<file path="config.mk">
export PLATFORM = sky130hd
export DESIGN_NAME = seg_addr_gen
export DESIGN_NICKNAME = d
export VERILOG_FILES = /design/src/rtl/seg_addr_pkg.sv /design/src/rtl/seg_addr_ctrl.sv /design/src/rtl/seg_addr_dp.sv /design/src/rtl/seg_addr_gen.sv
export SDC_FILE = /design/constraint.sdc
export NUM_CORES = 1
export LEC_CHECK = 0
export ABC_CLOCK_PERIOD_IN_PS = 5300
export BUFFER_PORTS_ARGS = -buffer_cell sky130_fd_sc_hd__buf_2
export CAP_MARGIN = 20
export CORE_UTILIZATION = 42
export DETAILED_ROUTE_END_ITERATION = 10
export PLACE_DENSITY_LB_ADDON = 0.08
export SYNTH_ARGS = -nofsm -noshare
export SYNTH_HDL_FRONTEND = slang
export SYNTH_HIERARCHICAL = 1
export SYNTH_SLANG_ARGS = --single-unit
</file>
<file path="constraint.sdc">
create_clock -name clk -period 5.3 [get_ports clk]
set_clock_uncertainty 0.05 [all_clocks]
set_input_delay 0 -clock clk [delete_from_list [all_inputs] [get_ports clk]]
set_output_delay 0 -clock clk [all_outputs]
set_load 0.05 [all_outputs]
</file>
<file path="src/rtl/seg_addr_pkg.sv">
package seg_addr_pkg;

  typedef enum logic [2:0] {
    MODE_DIRECT  = 3'd0,
    MODE_REGIND  = 3'd1,
    MODE_BASED   = 3'd2,
    MODE_INDEXED = 3'd3,
    MODE_BASEIDX = 3'd4,
    MODE_STRSRC  = 3'd5,
    MODE_STRDST  = 3'd6,
    MODE_REL     = 3'd7
  } mode_e;

  typedef enum logic [1:0] {
    SEG_EXTRA = 2'b00,
    SEG_STACK = 2'b01,
    SEG_CODE  = 2'b10,
    SEG_DATA  = 2'b11
  } seg_e;

  // first effective-address term
  typedef enum logic [2:0] {
    TA_ZERO  = 3'd0,
    TA_BASE  = 3'd1,
    TA_FRAME = 3'd2,
    TA_SRC   = 3'd3,
    TA_DST   = 3'd4,
    TA_IP    = 3'd5
  } terma_e;

  // second effective-address term (index in based-indexed mode)
  typedef enum logic [1:0] {
    TB_ZERO = 2'd0,
    TB_SRC  = 2'd1,
    TB_DST  = 2'd2
  } termb_e;

  // how the displacement enters the sum
  typedef enum logic [1:0] {
    DK_NONE = 2'd0,
    DK_SEXT = 2'd1,
    DK_WIDE = 2'd2
  } disp_e;

  typedef struct packed {
    logic   load;
    terma_e termA;
    termb_e termB;
    disp_e  dispKind;
    seg_e   seg;
  } strobe_t;

endpackage

</file>
<file path="src/rtl/seg_addr_ctrl.sv">
module seg_addr_ctrl
  import seg_addr_pkg::*;
(
  input  logic       reqValid,
  input  logic [2:0] mode,
  input  logic [1:0] indSel,
  input  logic       baseSel,
  input  logic       idxSel,
  input  logic       dispWide,
  input  logic       ovrValid,
  input  logic [1:0] ovrSeg,
  output strobe_t    strobes
);

  mode_e  modeK;
  seg_e   defSeg;
  terma_e termA;
  termb_e termB;
  disp_e  dispKind;
  disp_e  offsetKind;
  logic   ovrAllowed;

  assign modeK      = mode_e'(mode);
  assign offsetKind = dispWide ? DK_WIDE : DK_SEXT;

  always_comb begin
    defSeg     = SEG_DATA;
    termA      = TA_ZERO;
    termB      = TB_ZERO;
    dispKind   = DK_NONE;
    ovrAllowed = 1'b1;
    case (modeK)
      MODE_DIRECT: begin
        dispKind = DK_WIDE;
      end
      MODE_REGIND: begin
        case (indSel)
          2'b00: termA = TA_BASE;
          2'b01: begin
            termA  = TA_FRAME;
            defSeg = SEG_STACK;
          end
          2'b10: termA = TA_SRC;
          default: termA = TA_DST;
        endcase
      end
      MODE_BASED: begin
        termA    = baseSel ? TA_FRAME : TA_BASE;
        defSeg   = baseSel ? SEG_STACK : SEG_DATA;
        dispKind = offsetKind;
      end
      MODE_INDEXED: begin
        termA    = idxSel ? TA_DST : TA_SRC;
        dispKind = offsetKind;
      end
      MODE_BASEIDX: begin
        termA    = baseSel ? TA_FRAME : TA_BASE;
        termB    = idxSel ? TB_DST : TB_SRC;
        defSeg   = baseSel ? SEG_STACK : SEG_DATA;
        dispKind = offsetKind;
      end
      MODE_STRSRC: begin
        termA = TA_SRC;
      end
      MODE_STRDST: begin
        termA      = TA_DST;
        defSeg     = SEG_EXTRA;
        ovrAllowed = 1'b0;
      end
      MODE_REL: begin
        termA    = TA_IP;
        dispKind = DK_SEXT;
        defSeg   = SEG_CODE;
      end
      default: ;
    endcase
  end

  always_comb begin
    strobes.load     = reqValid;
    strobes.termA    = termA;
    strobes.termB    = termB;
    strobes.dispKind = dispKind;
    strobes.seg      = (ovrValid && ovrAllowed) ? seg_e'(ovrSeg) : defSeg;
  end

endmodule

</file>
<file path="src/rtl/seg_addr_dp.sv">
module seg_addr_dp
  import seg_addr_pkg::*;
#(
  parameter int WORD_W    = 16,
  parameter int SEG_SHIFT = 4,
  parameter int SHORT_W   = 8
) (
  input  logic                          clk,
  input  logic                          rst,
  input  strobe_t                       strobes,
  input  logic [WORD_W-1:0]             disp,
  input  logic [WORD_W-1:0]             segCode,
  input  logic [WORD_W-1:0]             segData,
  input  logic [WORD_W-1:0]             segExtra,
  input  logic [WORD_W-1:0]             segStack,
  input  logic [WORD_W-1:0]             regBase,
  input  logic [WORD_W-1:0]             regFrame,
  input  logic [WORD_W-1:0]             regSrc,
  input  logic [WORD_W-1:0]             regDst,
  input  logic [WORD_W-1:0]             regIp,
  output logic                          validQ,
  output logic [WORD_W-1:0]             eaQ,
  output logic [WORD_W+SEG_SHIFT-1:0]   physQ,
  output logic [1:0]                    segQ
);

  localparam int PHYS_W = WORD_W + SEG_SHIFT;
  localparam int EXT_W  = WORD_W - SHORT_W;

  logic [WORD_W-1:0] termAVal;
  logic [WORD_W-1:0] termBVal;
  logic [WORD_W-1:0] dispVal;
  logic [WORD_W-1:0] shortExt;
  logic [WORD_W-1:0] eaNext;
  logic [WORD_W-1:0] segVal;
  logic [PHYS_W-1:0] physNext;

  generate
    if (EXT_W > 0) begin : g_ext
      assign shortExt = {{EXT_W{disp[SHORT_W-1]}}, disp[SHORT_W-1:0]};
    end else begin : g_noext
      assign shortExt = disp;
    end
  endgenerate

  always_comb begin
    case (strobes.termA)
      TA_BASE:  termAVal = regBase;
      TA_FRAME: termAVal = regFrame;
      TA_SRC:   termAVal = regSrc;
      TA_DST:   termAVal = regDst;
      TA_IP:    termAVal = regIp;
      default:  termAVal = '0;
    endcase
  end

  always_comb begin
    case (strobes.termB)
      TB_SRC:  termBVal = regSrc;
      TB_DST:  termBVal = regDst;
      default: termBVal = '0;
    endcase
  end

  always_comb begin
    case (strobes.dispKind)
      DK_SEXT: dispVal = shortExt;
      DK_WIDE: dispVal = disp;
      default: dispVal = '0;
    endcase
  end

  // sum wraps at the word width by truncation
  assign eaNext = termAVal + termBVal + dispVal;

  always_comb begin
    case (strobes.seg)
      SEG_EXTRA: segVal = segExtra;
      SEG_STACK: segVal = segStack;
      SEG_CODE:  segVal = segCode;
      default:   segVal = segData;
    endcase
  end

  assign physNext = {segVal, {SEG_SHIFT{1'b0}}} + {{SEG_SHIFT{1'b0}}, eaNext};

  always_ff @(posedge clk) begin
    if (rst) begin
      validQ <= 1'b0;
      eaQ    <= '0;
      physQ  <= '0;
      segQ   <= '0;
    end else begin
      validQ <= strobes.load;
      if (strobes.load) begin
        eaQ   <= eaNext;
        physQ <= physNext;
        segQ  <= strobes.seg;
      end
    end
  end


  phys_low_nibble_chk: assert property (@(posedge clk) disable iff (rst)
    physQ[SEG_SHIFT-1:0] == eaQ[SEG_SHIFT-1:0]);


  valid_follows_chk: assert property (@(posedge clk) disable iff (rst)
    strobes.load |=> validQ);


  valid_drops_chk: assert property (@(posedge clk) disable iff (rst)
    !strobes.load |=> !validQ);


  hold_outputs_chk: assert property (@(posedge clk) disable iff (rst)
    !strobes.load |=> ($stable(eaQ) && $stable(physQ) && $stable(segQ)));

endmodule

</file>
<file path="src/rtl/seg_addr_gen.sv">
module seg_addr_gen
  import seg_addr_pkg::*;
#(
  parameter int WORD_W    = 16,
  parameter int SEG_SHIFT = 4,
  parameter int SHORT_W   = 8
) (
  input  logic                        clk,
  input  logic                        rst,
  input  logic                        reqValid,
  input  logic [2:0]                  mode,
  input  logic [1:0]                  indSel,
  input  logic                        baseSel,
  input  logic                        idxSel,
  input  logic                        dispWide,
  input  logic [WORD_W-1:0]           disp,
  input  logic                        ovrValid,
  input  logic [1:0]                  ovrSeg,
  input  logic [WORD_W-1:0]           segCode,
  input  logic [WORD_W-1:0]           segData,
  input  logic [WORD_W-1:0]           segExtra,
  input  logic [WORD_W-1:0]           segStack,
  input  logic [WORD_W-1:0]           regBase,
  input  logic [WORD_W-1:0]           regFrame,
  input  logic [WORD_W-1:0]           regSrc,
  input  logic [WORD_W-1:0]           regDst,
  input  logic [WORD_W-1:0]           regIp,
  output logic                        outValid,
  output logic [WORD_W-1:0]           outEa,
  output logic [WORD_W+SEG_SHIFT-1:0] outPhys,
  output logic [1:0]                  outSeg
);

  localparam int EXT_W = WORD_W - SHORT_W;

  strobe_t strobes;

  seg_addr_ctrl u_ctrl (
    .reqValid (reqValid),
    .mode     (mode),
    .indSel   (indSel),
    .baseSel  (baseSel),
    .idxSel   (idxSel),
    .dispWide (dispWide),
    .ovrValid (ovrValid),
    .ovrSeg   (ovrSeg),
    .strobes  (strobes)
  );

  seg_addr_dp #(
    .WORD_W    (WORD_W),
    .SEG_SHIFT (SEG_SHIFT),
    .SHORT_W   (SHORT_W)
  ) u_dp (
    .clk      (clk),
    .rst      (rst),
    .strobes  (strobes),
    .disp     (disp),
    .segCode  (segCode),
    .segData  (segData),
    .segExtra (segExtra),
    .segStack (segStack),
    .regBase  (regBase),
    .regFrame (regFrame),
    .regSrc   (regSrc),
    .regDst   (regDst),
    .regIp    (regIp),
    .validQ   (outValid),
    .eaQ      (outEa),
    .physQ    (outPhys),
    .segQ     (outSeg)
  );


  strdst_extra_chk: assert property (@(posedge clk) disable iff (rst)
    (reqValid && mode == MODE_STRDST) |=> (outSeg == SEG_EXTRA && outEa == $past(regDst)));


  override_used_chk: assert property (@(posedge clk) disable iff (rst)
    (reqValid && ovrValid && mode != MODE_STRDST) |=> (outSeg == $past(ovrSeg)));


  relative_ea_chk: assert property (@(posedge clk) disable iff (rst)
    (reqValid && mode == MODE_REL) |=>
      (outEa == $past(regIp + {{EXT_W{disp[SHORT_W-1]}}, disp[SHORT_W-1:0]})));


  relative_code_chk: assert property (@(posedge clk) disable iff (rst)
    (reqValid && !ovrValid && mode == MODE_REL) |=> (outSeg == SEG_CODE));


  frame_stack_chk: assert property (@(posedge clk) disable iff (rst)
    (reqValid && !ovrValid && mode == MODE_REGIND && indSel == 2'b01) |=>
      (outSeg == SEG_STACK && outEa == $past(regFrame)));

endmodule

</file>
==> reports/qor.yml <==
place:
  dp_slack_ns: -0.254
  post-dp-hpwl_um: 11400
  place_congestion: 0.813
  portBuffers: 212
logic_synthesis:
  ys_warn_count: 6
  ys_ff_latch: 35
  synthAdderAreaFrac_pct: 16.9
  synth_cell_types: 58
  synth_top_cell_area_share_pct: 15.3
  async_flop_share_pct: 0
  yosys_most_used_dff: "dfxtp_1"
  synthTopCellsByArea: "dfxtp_1 15%, ha_1 9.0%, mux2i_1 8.5%"
  synth_top_area_cell: "dfxtp_1"
  synth-seq-area-share_pct: 15.3
  synth-edff-count: 0
  synth_fp_nets: 752
  synth_xor_area_share_pct: 5.64
  synth_top_family_by_area: "compound AO/OA/AOI/OAI gates"
  synthSimpleGateAreaFrac_pct: 12.9
  synth-compound-area-share_pct: 21.7
  synth.avg_cell_area_um2: 8.69
  synthMuxAreaShare_pct: 20.3
  syn_area_um2: 4590
  syn_inst: 528
floorplanning:
  fp-row-count: 37
  die_height_um: 107
  core-area_um2: 10500
  start_util_pct: 43.9
  ios: 213
  die_w_um: 107
  die_area_um2: 11400
cts:
  cts_hold_buf: 0
  clk_pin_slew_ns: 0.07
  clockRootBuffer: "clkbuf_8"
  clock_latency_ns: 0.29
  cts_num_sinks: 35
  cts_tree: "yes"
  clockBufferDepth: 2
  ctsHtreeMaxLevel: 2
  numCtsBuffers: 5
sta:
  hold_viol: 0
  setup_ws_ns: 0.104
  period_needed_ns: 5.20
  setup_viol: 0
  whs_ns: 0.180
  max_freq_mhz: 192
  relSlewSlack_pct: 39.7
  finalCritPeriodShare_pct: 98.0
  worst_pin_slew_ns: 0.904
  slew_violations: 0
  setup_tns_ns: 0
critical_path:
  cpPeakStageDelay_ns: 0.42
  crit_path_end_kind: "flip-flop"
  regToRegStartpoint: "u_dp/physQ[19]"
  crit_fanout: 6
  critical_path.slowest_cell: "fa_1"
  crit_type: "input pin to flip-flop"
  arrival_ns: 5.29
  required_ns: 5.39
  crit_start: "indSel[0]"
  start_kind: "input pin"
  r2r_cells: 2
  path_common_cell: "o21a_1"
  r2r_end: "u_dp/physQ[19]"
  cp-endpoint: "u_dp/physQ[17]"
  r2r_slack_ns: 4.42
routing:
  wl_per_cell_um: 15.0
  drt_iter0_drc: 243
  routed_wirelength_um: 13900
  drc: 0
  vias: 4891
  dr.pass1.iters: 5
  ant_nets: 0
  vias_per_cell: 5.28
grt:
  groute.usage.overall_pct: 23.5
  grt_overflow: 0
  grt_pass1_vias: 4711
  grt_pass1_wl_um: 21700
  antenna_found_initial: 0
  grt_max_degree: 39
pwr:
  power.leakage_nw: 3.34
  p_comb_share_pct: 69.6
  powerDensity_nw_per_um2: 269
  p_int_mw: 1.01
  switchingPower_mw: 0.807
  switching_share_pct: 44.5
  peakVddDrop_v: 0.000227
  seq_power_share_pct: 18.5
  p_clk_share_pct: 11.9
layout:
  multi_input_area_um2: 3910
  final_cell_mix: "210 x buf_2, 79 x buf_4, 49 x nor2_1"
  final_layout_size_suffix_gt1_share_pct: 51.5
  num_antenna_cells: 0
  nets: 1013
  regArea_um2: 701
  final_common_cell: "buf_2"
  syn2layout_area_growth_pct: 47.1
  final.fill_count: 921
job:
  drv_cap: 0
hold_path:
  hold_class: "input pin to flip-flop"
outcome:
  outcome: "finished, final reports clean"
[final cells by class]
| type | count | share of cell area, % |
|---|---|---|
| clock buffer | 8 | 1.48 |
| inverter | 40 | 2.30 |
| multi-input combinational | 412 | 57.9 |
| sequential | 35 | 10.4 |
| tap | 136 | 2.52 |
| timing repair buffer | 295 | 25.4 |
[power groups by stage]
stage               clock network [mW]  logic (mW)  registers [mW]
global placement                     0        1.12           0.341
finish                           0.216        1.26           0.336
detailed placement                   0        1.13           0.342
CTS                              0.220        1.14           0.337
floorplan                            0       0.605           0.505
global route                     0.230        1.37           0.341
[registers in the layout, summed over array words and instances, names as in the netlist]
register	flops
u_dp/segQ	2
u_dp/validQ	1
u_dp/eaQ	16
u_dp/physQ	16
[repair_timing]
| action | 4_1_cts | 5_1_grt |
|---|---|---|
| setup buffers | 0 | 7 |
| gates resized for setup | 0 | 64 |
| endpoints found under the setup margin | 0 | 7 |
[layer usage]
layer | global-route usage, % | share of wire [%] | vias up
met4 | 4.70 | 1.2 | 0
met1 | 30.3 | 43 | 2264
met2 | 42.3 | 50 | 185
met5 | 0 | 0 | -
li1 | - | - | 2426
met3 | 2.82 | 5.5 | 16
[cells by family (layout without fill, tap and decap cells)]
logic type               Yosys count  after routing
adder cells (fa/ha/maj)           52             52
multiplexers                      71             71
AND/OR/NAND/NOR                  126            126
XOR/XNOR                          28             28
AO/OA/AOI/OAI                    135            135
buffers and inverters             81            343
flip-flops                        35             35
[how the worst min path moves through the flow]
stage | from | end | slack (ns) | cells past startpoint
finish | rst | u_dp/eaQ[12] | 0.18 | 2
global placement | u_dp/physQ[15] | u_dp/physQ[15] | 0.40 | 2
floorplan | rst | u_dp/validQ | 0.25 | 2
detailed placement | u_dp/physQ[15] | u_dp/physQ[15] | 0.40 | 2
CTS | rst | u_dp/eaQ[3] | 0.18 | 2
global route | rst | u_dp/eaQ[3] | 0.19 | 2
[cells in the mapped netlist, types with 17 or more instances]
cell,n
mux2i_1,39
a22oi_1,33
inv_1,39
clkbuf_1,22
nor2_1,50
fa_1,17
a21oi_1,20
xnor2_1,21
ha_1,33
nand2_1,30
dfxtp_1,35
[critical path, delay by kind of cell]
family                     cells  cell delay, ns
AOI/OAI and AO/OA             13            2.47
adders and majority gates      5            1.48
buffers and inverters          5            0.44
and+or+nand+nor                4            0.35
muxes                          1            0.31
xor gates and xnor gates       1            0.23
[through the flow]
| step | cells | utilization, % | total power [mW] | instance area (um2) |
|---|---|---|---|---|
| after floorplan | 528 | - | 1.11 | 4640 |
| after global placement | 911 | 59.8 | 1.46 | 6260 |
| after detailed placement | 911 | 59.8 | 1.48 | 6260 |
| after CTS | 919 | 60.8 | 1.70 | 6360 |
| after global routing | 926 | 64.5 | 1.94 | 6750 |
| final | 926 | 64.5 | 1.81 | 6750 |
No activity file was read; power rests on OpenSTA's default activity.
